### config.mk
export PLATFORM = sky130hd
export DESIGN_NAME = mpic_irq_router
export DESIGN_NICKNAME = d
export VERILOG_FILES = /design/src/rtl/mpic_pkg.sv /design/src/rtl/mpic_pick.sv /design/src/rtl/mpic_cpu_slice.sv /design/src/rtl/mpic_irq_router.sv
export SDC_FILE = /design/constraint.sdc
export NUM_CORES = 1
export LEC_CHECK = 0
export BUFFER_PORTS_ARGS = -buffer_cell sky130_fd_sc_hd__buf_4
export CAP_MARGIN = 10
export CORE_MARGIN = 4
export CORE_UTILIZATION = 60
export CTS_CLUSTER_DIAMETER = 200
export DETAILED_ROUTE_END_ITERATION = 7
export HOLD_SLACK_MARGIN = 0.12
export PLACE_DENSITY = 0.9
export REMOVE_ABC_BUFFERS = 1
export SYNTH_ARGS = -nofsm -noshare
export SYNTH_HDL_FRONTEND = slang
export SYNTH_SLANG_ARGS = --single-unit
### constraint.sdc
create_clock -name clk -period 5.3 [get_ports clk]
set_clock_uncertainty 0.2 [all_clocks]
set_input_delay 0.795 -clock clk [delete_from_list [all_inputs] [get_ports clk]]
set_output_delay 0.795 -clock clk [all_outputs]
set_load 0.005 [all_outputs]
### src/rtl/mpic_pkg.sv
package mpic_pkg;
  localparam int IDW = 10;
  localparam logic [IDW-1:0] ID_NONE = 10'd1023;

  localparam int OFF_CTRL    = 'h000;
  localparam int OFF_EN_SET  = 'h030;
  localparam int OFF_EN_CLR  = 'h034;
  localparam int OFF_ACK     = 'h044;
  localparam int OFF_MSK_SET = 'h048;
  localparam int OFF_MSK_CLR = 'h04C;
  localparam int OFF_ROUTE   = 'h100;

  typedef enum logic {
    WIN_GLOBAL = 1'b0,
    WIN_CPU    = 1'b1
  } win_e;
endpackage

### src/rtl/mpic_pick.sv
module mpic_pick
  import mpic_pkg::*;
#(
  parameter int N = 32
) (
  input  logic [N-1:0]   req,
  output logic [IDW-1:0] id_o
);
  // lowest set bit wins; bit 0 is reserved and skipped
  always_comb begin
    id_o = ID_NONE;
    for (int i = N - 1; i >= 1; i--) begin
      if (req[i]) id_o = IDW'(i);
    end
  end
endmodule

### src/rtl/mpic_cpu_slice.sv
module mpic_cpu_slice
  import mpic_pkg::*;
#(
  parameter int NSRC      = 32,
  parameter int TIMER_SRC = 5
) (
  input  logic            clk,
  input  logic            rst_n,
  input  logic            msk_set,
  input  logic            msk_clr,
  input  logic [IDW-1:0]  sel_i,
  input  logic [NSRC-1:0] lvl_i,
  input  logic [NSRC-1:0] en_i,
  input  logic [NSRC-1:0] rte_i,
  input  logic            tmr_i,
  output logic [IDW-1:0]  id_o,
  output logic            irq_o
);
  localparam int SW = (NSRC > 1) ? $clog2(NSRC) : 1;

  logic [NSRC-1:0] mask_q;
  logic [NSRC-1:0] pend;
  logic            sel_ok;
  logic [SW-1:0]   sel_s;

  assign sel_ok = (int'(sel_i) < NSRC);
  assign sel_s  = sel_i[SW-1:0];

  always_ff @(posedge clk) begin
    if (!rst_n) begin
      mask_q <= '1;
    end else if (msk_set && sel_ok) begin
      mask_q[sel_s] <= 1'b1;
    end else if (msk_clr && sel_ok) begin
      mask_q[sel_s] <= 1'b0;
    end
  end

  for (genvar s = 0; s < NSRC; s++) begin : g_src
    if (s == 0) begin : g_rsv
      assign pend[s] = 1'b0;
    end else if (s == TIMER_SRC) begin : g_tmr
      assign pend[s] = tmr_i & ~mask_q[s];
    end else begin : g_shared
      assign pend[s] = lvl_i[s] & en_i[s] & rte_i[s] & ~mask_q[s];
    end
  end

  assign irq_o = |pend;

  mpic_pick #(.N(NSRC)) u_pick (
    .req  (pend),
    .id_o (id_o)
  );

  p_irq_matches_id_r8: assert property (@(posedge clk) disable iff (!rst_n)
    irq_o == (id_o != ID_NONE));

  p_id_never_zero_r7: assert property (@(posedge clk) disable iff (!rst_n)
    id_o != '0);

  p_id_is_lowest_r6: assert property (@(posedge clk) disable iff (!rst_n)
    (id_o != ID_NONE) |->
      ((pend & ((NSRC'(1) << id_o) - NSRC'(1))) == '0) && pend[id_o[SW-1:0]]);

  p_mask_set_r5: assert property (@(posedge clk) disable iff (!rst_n)
    (msk_set && sel_ok) |=> mask_q[$past(sel_s)]);

  p_mask_clr_r5: assert property (@(posedge clk) disable iff (!rst_n)
    (msk_clr && !msk_set && sel_ok) |=> !mask_q[$past(sel_s)]);
endmodule

### src/rtl/mpic_irq_router.sv
module mpic_irq_router
  import mpic_pkg::*;
#(
  parameter int NCPU      = 2,
  parameter int NSRC      = 32,
  parameter int TIMER_SRC = 5,
  parameter int AW        = 12,
  localparam int CW       = (NCPU > 1) ? $clog2(NCPU) : 1
) (
  input  logic            clk,
  input  logic            rst_n,
  input  logic [CW-1:0]   bus_cpu,
  input  logic            bus_win,
  input  logic            bus_wr,
  input  logic            bus_rd,
  input  logic [AW-1:0]   bus_addr,
  input  logic [31:0]     bus_wdata,
  output logic [31:0]     bus_rdata,
  output logic            bus_rvalid,
  input  logic [NSRC-1:0] src_lvl,
  input  logic [NCPU-1:0] tmr_lvl,
  output logic [NCPU-1:0] irq_o
);
  localparam int SW = (NSRC > 1) ? $clog2(NSRC) : 1;

  logic [NSRC-1:0] en_q;
  logic [NCPU-1:0] route_q [NSRC];
  logic [NSRC-1:0] rte_c   [NCPU];
  logic [IDW-1:0]  id_c    [NCPU];

  logic          glb, pcu, wd_small, num_ok, in_route;
  logic [AW-1:0] roff;
  logic [SW-1:0] ridx, wnum;
  logic [31:0]   rd_mux;

  assign glb      = (bus_win == WIN_GLOBAL);
  assign pcu      = (bus_win == WIN_CPU);
  assign wd_small = (bus_wdata[31:IDW] == '0);
  assign num_ok   = wd_small && (int'(bus_wdata[IDW-1:0]) < NSRC) && (bus_wdata != 0);
  assign wnum     = bus_wdata[SW-1:0];
  assign roff     = bus_addr - AW'(OFF_ROUTE);
  assign ridx     = roff[SW+1:2];
  assign in_route = (int'(bus_addr) >= OFF_ROUTE) &&
                    (int'(bus_addr) < OFF_ROUTE + 4 * NSRC) &&
                    (bus_addr[1:0] == 2'b00);

  // global enable: set/clear by source number
  always_ff @(posedge clk) begin
    if (!rst_n) begin
      en_q <= '0;
    end else if (bus_wr && glb && num_ok) begin
      if (int'(bus_addr) == OFF_EN_SET)      en_q[wnum] <= 1'b1;
      else if (int'(bus_addr) == OFF_EN_CLR) en_q[wnum] <= 1'b0;
    end
  end

  // routing words, one per source
  always_ff @(posedge clk) begin
    if (!rst_n) begin
      for (int s = 0; s < NSRC; s++) route_q[s] <= '0;
    end else if (bus_wr && glb && in_route) begin
      route_q[ridx] <= bus_wdata[NCPU-1:0];
    end
  end

  for (genvar c = 0; c < NCPU; c++) begin : g_cpu
    for (genvar s = 0; s < NSRC; s++) begin : g_rt
      assign rte_c[c][s] = route_q[s][c];
    end

    logic sel_me;
    assign sel_me = bus_wr && pcu && wd_small && (int'(bus_cpu) == c);

    mpic_cpu_slice #(.NSRC(NSRC), .TIMER_SRC(TIMER_SRC)) u_slice (
      .clk     (clk),
      .rst_n   (rst_n),
      .msk_set (sel_me && (int'(bus_addr) == OFF_MSK_SET)),
      .msk_clr (sel_me && (int'(bus_addr) == OFF_MSK_CLR)),
      .sel_i   (bus_wdata[IDW-1:0]),
      .lvl_i   (src_lvl),
      .en_i    (en_q),
      .rte_i   (rte_c[c]),
      .tmr_i   (tmr_lvl[c]),
      .id_o    (id_c[c]),
      .irq_o   (irq_o[c])
    );
  end

  always_comb begin
    rd_mux = '0;
    if (glb) begin
      if (int'(bus_addr) == OFF_CTRL) rd_mux = 32'(NSRC) << 2;
      else if (in_route)              rd_mux = 32'(route_q[ridx]);
    end else if (int'(bus_addr) == OFF_ACK && int'(bus_cpu) < NCPU) begin
      rd_mux = 32'(id_c[bus_cpu]);
    end
  end

  always_ff @(posedge clk) begin
    if (!rst_n) begin
      bus_rvalid <= 1'b0;
      bus_rdata  <= '0;
    end else begin
      bus_rvalid <= bus_rd;
      if (bus_rd) bus_rdata <= rd_mux;
    end
  end

  p_rvalid_follows_rd_r9: assert property (@(posedge clk) disable iff (!rst_n)
    bus_rd |=> bus_rvalid);

  p_en_set_r2: assert property (@(posedge clk) disable iff (!rst_n)
    (bus_wr && glb && num_ok && int'(bus_addr) == OFF_EN_SET) |=> en_q[$past(wnum)]);

  p_en_clr_r2: assert property (@(posedge clk) disable iff (!rst_n)
    (bus_wr && glb && num_ok && int'(bus_addr) == OFF_EN_CLR) |=> !en_q[$past(wnum)]);

  p_route_write_r3: assert property (@(posedge clk) disable iff (!rst_n)
    (bus_wr && glb && in_route) |=> route_q[$past(ridx)] == $past(bus_wdata[NCPU-1:0]));
endmodule

==> results.md <==
* CTS Root Cell: clkbuf_16
* Status: finished clean
* Full die area at 16600 um2
* Most used cell, CP: buf_4
* Synth area leaders: dfxtp_1 (23%), edfxtp_1 (22%), a21oi_1 (5.8%)
* Hold crit path type: flop to flop
* H-tree levels at 4
* CP max-delay cell: nor4_1
* Unrepaired setup endpoints after global routing: false
* Worst hold path startpoint: bus_rdata[2]
* Initial antenna violation count at 0
* Main synth FF type: dfxtp_1
* N_diodes at 0
* Pint at 2170 uW
* Pre-CTS worst setup slack at 1.58 ns
* Synth top area share at 22.9%
* GRT overflow at 0
* Critical path startpoint: src_lvl[26]
* Final worst path period share at 67.9%
* Yosys top cell by area: dfxtp_1
* WS Path Type: input port to output port
* Largest net degree at the start of global routing at 65
* Fin. max-slew vios at 0
* Logic pwr share at 7.4%
* Psw at 663 uW
* IO buf count at 94
* Post-synth top cells: nor2_1 (113), a21oi_1 (102), dfxtp_1 (100)
* WP data arrival at 2.61 ns
* Mean Syn Cell Area at 9.15 um2
* Leak at 0.00392 uW
* Hold buffers post-CTS at 0
* Overall Global Routing Usage at 33.3%
* Largest stage delay, worst path at 0.82 ns
* Critical Path Fanout Max at 3
* Pwr/cell area at 285 nW/um2
* CP cell instances: buf_4 -> nand4b_1 -> nand4_1 -> nor4_1 -> nand3_1 -> buf_4
* Cts repair resizes at 0
* Yosys warning count at 0
* Routed len/inst at 23.1 um
* Post-CTS Setup Repair Bufs at 0
* Startpoint types: input port
* Worst Tran Pin Value at 1.14 ns
* Hold Vio Cnt, Final at 0
* Residual DRC at 0
* Initial core utilization at 62.0%
* Pre-Repair DR Iteration Count at 6
* Final min period at 3.60 ns
* TritonCTS clock tree: built
* Final worst slack at 1.70 ns
* First-pass GRT wire length at 42100 um
* DP Wirelength at 19000 um
* EDFF count, synth at 64
* Clock Sink Count at 164
* Netlist Area Pre-Place at 8740 um2
* Synthesis-stage register bit count at 164
* Critical path data required time at 4.30 ns
* Max clock buf depth at 2
* Chip width at 129 um
* DRT Wirelength at 27700 um
* Final antenna-violating net count at 0
* Detailed Route Iter0 Violations at 1428
* GPL Wtd Cong at 1.01
* Slew headroom at 24.3%
* # Max-Cap Violations at 0
* Fin Setup TNS at 0 ns
* CTS Buf Count at 17
* Max layer used: met4
* Core area at 14100 um2
* Met2 wire length at 12300 um
* Area Overhead vs Synth at 13.5%
* CTS clk-pin slew, worst paths at 0.06 ns
* Fraction of registers with async set/reset at 0%
* Final core utilization at 70.4%
* CP top delay family: simple AND/OR/NAND/NOR gates
* Endpoints failing setup at 0
* I/O pin count at 119
* Layout cells sized above 1 at 15.8%
* Most common cell in the netlist: nor2_1
* Sw frac at 23.4%
* Post-Layout Cell Count at 1201
* Clock Latency Late Sink at 0.44 ns
* DR vias at 8406
* Sequential power share at 47.9%
* Met1 WL at 9840 um
* Die H at 129 um
* # rows at 43
* Placed instance count at 1169
* Highest clock rate at 0.278 GHz
* RR Startpoint: route_q[25][1]
* Seq/Total Area, Yosys at 44.9%
* Vias in the first global route at 7750
* Final-stage net count at 1092
* Netlist cell types at 60
* Post-Synthesis Cells at 956
* Worst path bufs/invs at 2
* Pwr Total at 2830 uW
* Crit end category: output port
* VDD IR-drop max at 0.250 mV
* Clock share of power at 44.7%
* Met3 WL at 4270 um
* Routed vias/inst at 7.00
## cells in the final DEF (no fill, tap or decap), drive strengths merged, types with 4 or more instances in the layout
cell type | Yosys | layout
nor2 | 114 | 114
nand2 | 40 | 40
dfxtp | 100 | 100
a31oi | 4 | 4
a211oi | 33 | 33
clkinv | 0 | 6
inv | 3 | 5
nand3 | 28 | 28
a21oi | 102 | 102
edfxtp | 64 | 64
nand3b | 6 | 6
clkbuf | 33 | 19
and3 | 63 | 63
nor2b | 10 | 10
o21ai | 110 | 110
nand4 | 15 | 15
nand4b | 53 | 53
nor4 | 12 | 12
mux2i | 12 | 12
mux4 | 12 | 12
conb | 1 | 22
and2 | 5 | 5
buf | 56 | 101
nand2b | 16 | 16
and4b | 17 | 17
and4 | 4 | 4
a22oi | 7 | 7
## cells by family (layout without fill, tap and decap cells)
| group | count (synthesis) | after routing | share of synthesized area [%] |
|---|---|---|---|
| simple gates | 395 | 395 | 26.6 |
| flops | 164 | 164 | 44.9 |
| buf+inv | 92 | 136 | 5.78 |
| mux | 25 | 25 | 4.59 |
| compound gates | 279 | 279 | 18.1 |
| other cells | 1 | 22 | 0.0429 |
## worst paths after layout
path,end,slack [ns],cells past startpoint
setup / recovery,irq_o[1],1.70,6
hold / removal,bus_rdata[2],0.27,2
setup reg to reg,bus_rdata[7],2.66,7
hold reg to reg,bus_rdata[2],0.27,2
## worst reg2reg max path, cell delays in order (launching register included)
cell,delay [ns]
edfxtp_1,0.43
nand4b_1,0.18
nand4_1,0.23
nor4_1,0.82
nand3_1,0.26
mux2i_1,0.20
a21boi_1,0.11
a21oi_1,0.13
## power groups by stage
| stage | logic (uW) | clock network [uW] | registers, uW |
|---|---|---|---|
| after floorplan | 77.7 | 0 | 1370 |
| final | 211 | 1270 | 1360 |
| after global routing | 223 | 1320 | 1360 |
| after CTS | 204 | 1260 | 1350 |
| after detailed placement | 201 | 0 | 1380 |
| after global placement | 198 | 0 | 1380 |
## metrics by stage
| stage | cell area (um2) | hold slack [ns] |
|---|---|---|
| floorplan | 8330 | 0.249 |
| global placement | 9320 | 0.236 |
| detailed placement | 9320 | 0.254 |
| CTS | 9920 | 0.268 |
| global route | 9920 | 0.289 |
| finish | 9920 | 0.266 |
## layer usage
layer | global-route usage, % | vias to the layer above
met5 | 0 | -
met4 | 16.5 | 0
met3 | 10.5 | 127
met2 | 51.1 | 713
met1 | 42.9 | 3894
li1 | - | 3672
## final cells by class
cell class,count,area (um2)
well taps,180,225
fillers,1074,4170
flip-flops and latches,164,3920
clock buffers,19,443
multi-input cells,721,4400
inverters,3,11.3
clock inverters,13,158
repair buffers,101,758
Note: power is estimated with default switching activity, not from simulation.
